==> src/rtl/hz_pkg.sv <==
package hz_pkg;
  typedef enum logic [1:0] {
    FWD_RF  = 2'b00,
    FWD_WB  = 2'b01,
    FWD_MEM = 2'b10
  } fwd_sel_e;

  localparam int unsigned NUM_OPS = 2;
endpackage

==> src/rtl/hz_fwd_unit.sv <==
module hz_fwd_unit
  import hz_pkg::*;
#(
  parameter int unsigned REG_W = 5
) (
  input  logic [REG_W-1:0] src_i,
  input  logic [REG_W-1:0] mem_rd_i,
  input  logic             mem_we_i,
  input  logic [REG_W-1:0] wb_rd_i,
  input  logic             wb_we_i,
  output fwd_sel_e         sel_o
);
  logic mem_hit, wb_hit, src_nz;

  assign src_nz  = |src_i;
  assign mem_hit = mem_we_i && src_nz && (mem_rd_i == src_i);
  assign wb_hit  = wb_we_i  && src_nz && (wb_rd_i  == src_i);

  // younger producer wins
  always_comb begin
    if (mem_hit)     sel_o = FWD_MEM;
    else if (wb_hit) sel_o = FWD_WB;
    else             sel_o = FWD_RF;
  end
endmodule

==> src/rtl/hz_load_use.sv <==
module hz_load_use #(
  parameter int unsigned REG_W = 5
) (
  input  logic [REG_W-1:0] id_rs1_i,
  input  logic [REG_W-1:0] id_rs2_i,
  input  logic [REG_W-1:0] ex_rd_i,
  input  logic             ex_we_i,
  input  logic             ex_load_i,
  output logic             stall_o
);
  logic ld_live;

  assign ld_live = ex_load_i && ex_we_i && (|ex_rd_i);
  assign stall_o = ld_live && ((ex_rd_i == id_rs1_i) || (ex_rd_i == id_rs2_i));
endmodule

==> src/rtl/hz_branch_ctl.sv <==
module hz_branch_ctl (
  input  logic ld_stall_i,
  input  logic id_branch_i,
  input  logic ex_branch_i,
  output logic pc_hold_o,
  output logic ifid_hold_o,
  output logic ifid_bubble_o,
  output logic idex_bubble_o
);
  logic br_pending;

  assign br_pending    = id_branch_i || ex_branch_i;
  // a branch in ex redirects the PC itself, so only a decode branch holds it
  assign pc_hold_o     = ld_stall_i || id_branch_i;
  assign ifid_hold_o   = ld_stall_i;
  assign ifid_bubble_o = !ld_stall_i && br_pending;
  assign idex_bubble_o = ld_stall_i;
endmodule

==> src/rtl/pipe_hazard_ctrl.sv <==
module pipe_hazard_ctrl
  import hz_pkg::*;
#(
  parameter int unsigned REG_W = 5
) (
  input  logic [REG_W-1:0] id_rs1_i,
  input  logic [REG_W-1:0] id_rs2_i,
  input  logic             id_branch_i,
  input  logic [REG_W-1:0] ex_rs1_i,
  input  logic [REG_W-1:0] ex_rs2_i,
  input  logic [REG_W-1:0] ex_rd_i,
  input  logic             ex_we_i,
  input  logic             ex_load_i,
  input  logic             ex_branch_i,
  input  logic [REG_W-1:0] mem_rd_i,
  input  logic             mem_we_i,
  input  logic [REG_W-1:0] wb_rd_i,
  input  logic             wb_we_i,
  output logic [1:0]       fwd_a_o,
  output logic [1:0]       fwd_b_o,
  output logic             pc_hold_o,
  output logic             ifid_hold_o,
  output logic             ifid_bubble_o,
  output logic             idex_bubble_o
);
  logic [REG_W-1:0] ex_src [NUM_OPS];
  fwd_sel_e         op_sel [NUM_OPS];
  logic             ld_stall;

  assign ex_src[0] = ex_rs1_i;
  assign ex_src[1] = ex_rs2_i;

  for (genvar g = 0; g < NUM_OPS; g++) begin : g_op
    hz_fwd_unit #(.REG_W(REG_W)) i_fwd (
      .src_i    (ex_src[g]),
      .mem_rd_i (mem_rd_i),
      .mem_we_i (mem_we_i),
      .wb_rd_i  (wb_rd_i),
      .wb_we_i  (wb_we_i),
      .sel_o    (op_sel[g])
    );
  end

  assign fwd_a_o = op_sel[0];
  assign fwd_b_o = op_sel[1];

  hz_load_use #(.REG_W(REG_W)) i_ld (
    .id_rs1_i  (id_rs1_i),
    .id_rs2_i  (id_rs2_i),
    .ex_rd_i   (ex_rd_i),
    .ex_we_i   (ex_we_i),
    .ex_load_i (ex_load_i),
    .stall_o   (ld_stall)
  );

  hz_branch_ctl i_br (
    .ld_stall_i    (ld_stall),
    .id_branch_i   (id_branch_i),
    .ex_branch_i   (ex_branch_i),
    .pc_hold_o     (pc_hold_o),
    .ifid_hold_o   (ifid_hold_o),
    .ifid_bubble_o (ifid_bubble_o),
    .idex_bubble_o (idex_bubble_o)
  );
endmodule

==> config.mk <==
export PLATFORM = sky130hd
export DESIGN_NAME = pipe_hazard_ctrl
export DESIGN_NICKNAME = d
export VERILOG_FILES = /design/src/rtl/hz_pkg.sv /design/src/rtl/hz_fwd_unit.sv /design/src/rtl/hz_load_use.sv /design/src/rtl/hz_branch_ctl.sv /design/src/rtl/pipe_hazard_ctrl.sv
export SDC_FILE = /design/constraint.sdc
export NUM_CORES = 1
export LEC_CHECK = 0
export BUFFER_PORTS_ARGS = -buffer_cell sky130_fd_sc_hd__buf_2
export CAP_MARGIN = 20
export CORE_AREA = 5 5 44 46
export DETAILED_ROUTE_END_ITERATION = 16
export DIE_AREA = 0 0 49 51
export PLACE_DENSITY = 0.77
export RECOVER_POWER = 50
export SLEW_MARGIN = 20
export SYNTH_ARGS = -nofsm -noshare
export SYNTH_HDL_FRONTEND = slang
export SYNTH_SLANG_ARGS = --single-unit
==> constraint.sdc <==
create_clock -name vclk -period 1
set_input_delay 0.05 -clock vclk [all_inputs]
set_output_delay 0.05 -clock vclk [all_outputs]
set_load 0.005 [all_outputs]
==> out/qor.txt <==
Kind of critical path: in2out
Cts hold-fix bufs: 0
Setup repair after global routing missed its margin: true
Largest family of logic cells by synthesized area: XOR/XNOR gates
Area of the mapped netlist: 480 µm²
Compound-Gate Fraction of Synth Area: 5.21%
Max-Cap Viols: 0
Grt total ovfl: 0
Required time worst endpoint: 950 ps
Clock buffer cells: 0
Seq cells: 0
Fin Setup TNS: -558 ps
FP Rows: 14
Vias in the first global route: 697
Power density over the cells: 410 nW/µm²
Crit end category: output port
Wire length per cell: 13.4 µm
Die Width: 49 µm
Ys Warns: 0
Cell Area, Placed: 806 µm²
Final net count: 159
Final min period: 1190 ps
Vias: 669
Crit Path Max Fanout: 2
Post-synthesis mux area share: 0%
Startpoint Class: input pin
Sequential share of the synthesized area: 0%
Final wirelength: 1770 µm
Initial Util: 32.7%
Worst setup margin: -193 ps
Synth-to-layout area growth: 88.8%
Adder-cell share of the synthesized area: 0%
Gr usage total: 13.7%
Number of antenna violations at the first check in global routing: 0
Slew @ Worst Pin: 277 ps
Hold_sp: id_branch_i
Die area: 2500 µm²
Crit path from: ex_rs1_i[0]
Post-route ant nets: 0
Dpl ws: -198 ps
Number of top-level pins: 49
CP Data Arrival Time: 1140 ps
Post-Syn Nets: 100
Via density: 5.07
Status: finished, violations left
Area share of and/or/nand/nor cells after synthesis: 35.4%
Min-delay worst type: in2out
Core ar.: 1470 µm²
Worst-case vdd ir drop: 212 µV
First-pass GRT wire length: 2870 µm
Leakage: 0.000414 µW
DR pass1 iterations: 4
Pin count of the biggest net entering global routing: 4
Relative slew slack: 81.4%
RD Place Congestion: 0.794
Register Area: 0 µm²
Post-route cell area: 907 µm²
Post-synth cell types: 15
Mean post-synth cell area: 8.14 µm²
Port buffer count: 49
Tot Pwr: 371 µW
Fin. Hold Viols: 0
Fraction of layout cells with a size suffix above 1: 62.9%
Die height: 51 µm
Post-Synthesis Cells: 59
Setup Viol. Count Final: 4
Fin. max-slew vios: 0
Final worst path period share: 119%
1st-iter DRT viols: 3
Post-DP HPWL: 1560 µm
Synth Area in XOR/XNOR: 54.7%
DRC Markers: 0
Ant. Diodes: 0
Failing checks: negative setup slack
Fmax: 0.838 GHz
what timing repair did:
item                                    4_1_cts  5_1_grt
gates cloned                                  0        0
pin swaps                                     9        3
endpoints found under the setup margin        8        7
setup buffers                                 0        0
resized for setup                             7       12
logic make-up (layout without fill, tap and decap cells):
| kind of cell | count (synthesis) | count (layout) |
|---|---|---|
| AO/OA/AOI/OAI | 3 | 3 |
| XOR/XNOR | 30 | 30 |
| AND/OR/NAND/NOR | 23 | 23 |
| buffers and inverters | 3 | 60 |
cell usage after synthesis:
cell type  instances  area [µm²]
nor3_1             1        5.00
a41oi_1            1        8.76
nand4_1            4        25.0
buf_4              3        22.5
nor2_4             2        22.5
a41o_1             1        10.0
or4_4              2        22.5
nand3_1            2        10.0
nor2_1             2        7.51
xor2_1             4        35.0
nand2_1            5        18.8
nor4_2             4        50.1
xnor2_1           26         228
o22ai_1            1        6.26
and4_1             1        8.76
cell type report:
cell class	instances	area, µm²
multi-input combinational	56	510
fill	124	564
timing repair buffer	60	377
tap	16	20.0
path summary, 6_finish.rpt:
check	endpoint	slack, ps	cells past startpoint
min	pc_hold_o	370	3
max	fwd_a_o[0]	-190	6
power breakdown:
part | internal, µW | total (µW) | switching [µW] | leakage (µW)
Sequential | 0 | 0 | 0 | 0
Clock | 0 | 0 | 0 | 0
Combinational | 213 | 371 | 159 | 0.000414
Total | 213 | 371 | 159 | 0.000414
per-stage QoR:
step	hold slack [ps]	utilization [%]	cells
after floorplan	183	-	59
after global placement	366	54.8	132
after detailed placement	371	54.8	132
after CTS	372	57.6	132
after global routing	400	61.6	132
final	368	61.6	132
critical path, cell delays in order:
cell and delay (ps):
buf_6 90, or4_4 540, nor2_4 130, nor4_4 60
nor4_2 120, buf_2 140
cells in the final DEF (no fill, tap or decap):
master,netlist,layout
buf_2,0,40
xnor2_1,26,21
buf_4,3,12
buf_6,0,6
xnor2_2,0,5
nand2_1,5,5
xor2_1,4,4
nand4_1,4,4
nor4_2,4,3
or4_4,2,2
nor2_4,2,2
nand3_1,2,2
nor2_1,2,2
nor4_4,0,1
o22ai_2,0,1
nor3_1,1,1
and4_1,1,1
a41o_1,1,1
a41oi_1,1,1
buf_8,0,1
clkbuf_1,0,1
per-layer routing:
layer	routed length, µm	global-route usage (%)
met1	608	14.8
met2	891	27.0
met3	243	3.78
met4	25	1.79
met5	0	0
(Power assumes the default switching activity.)
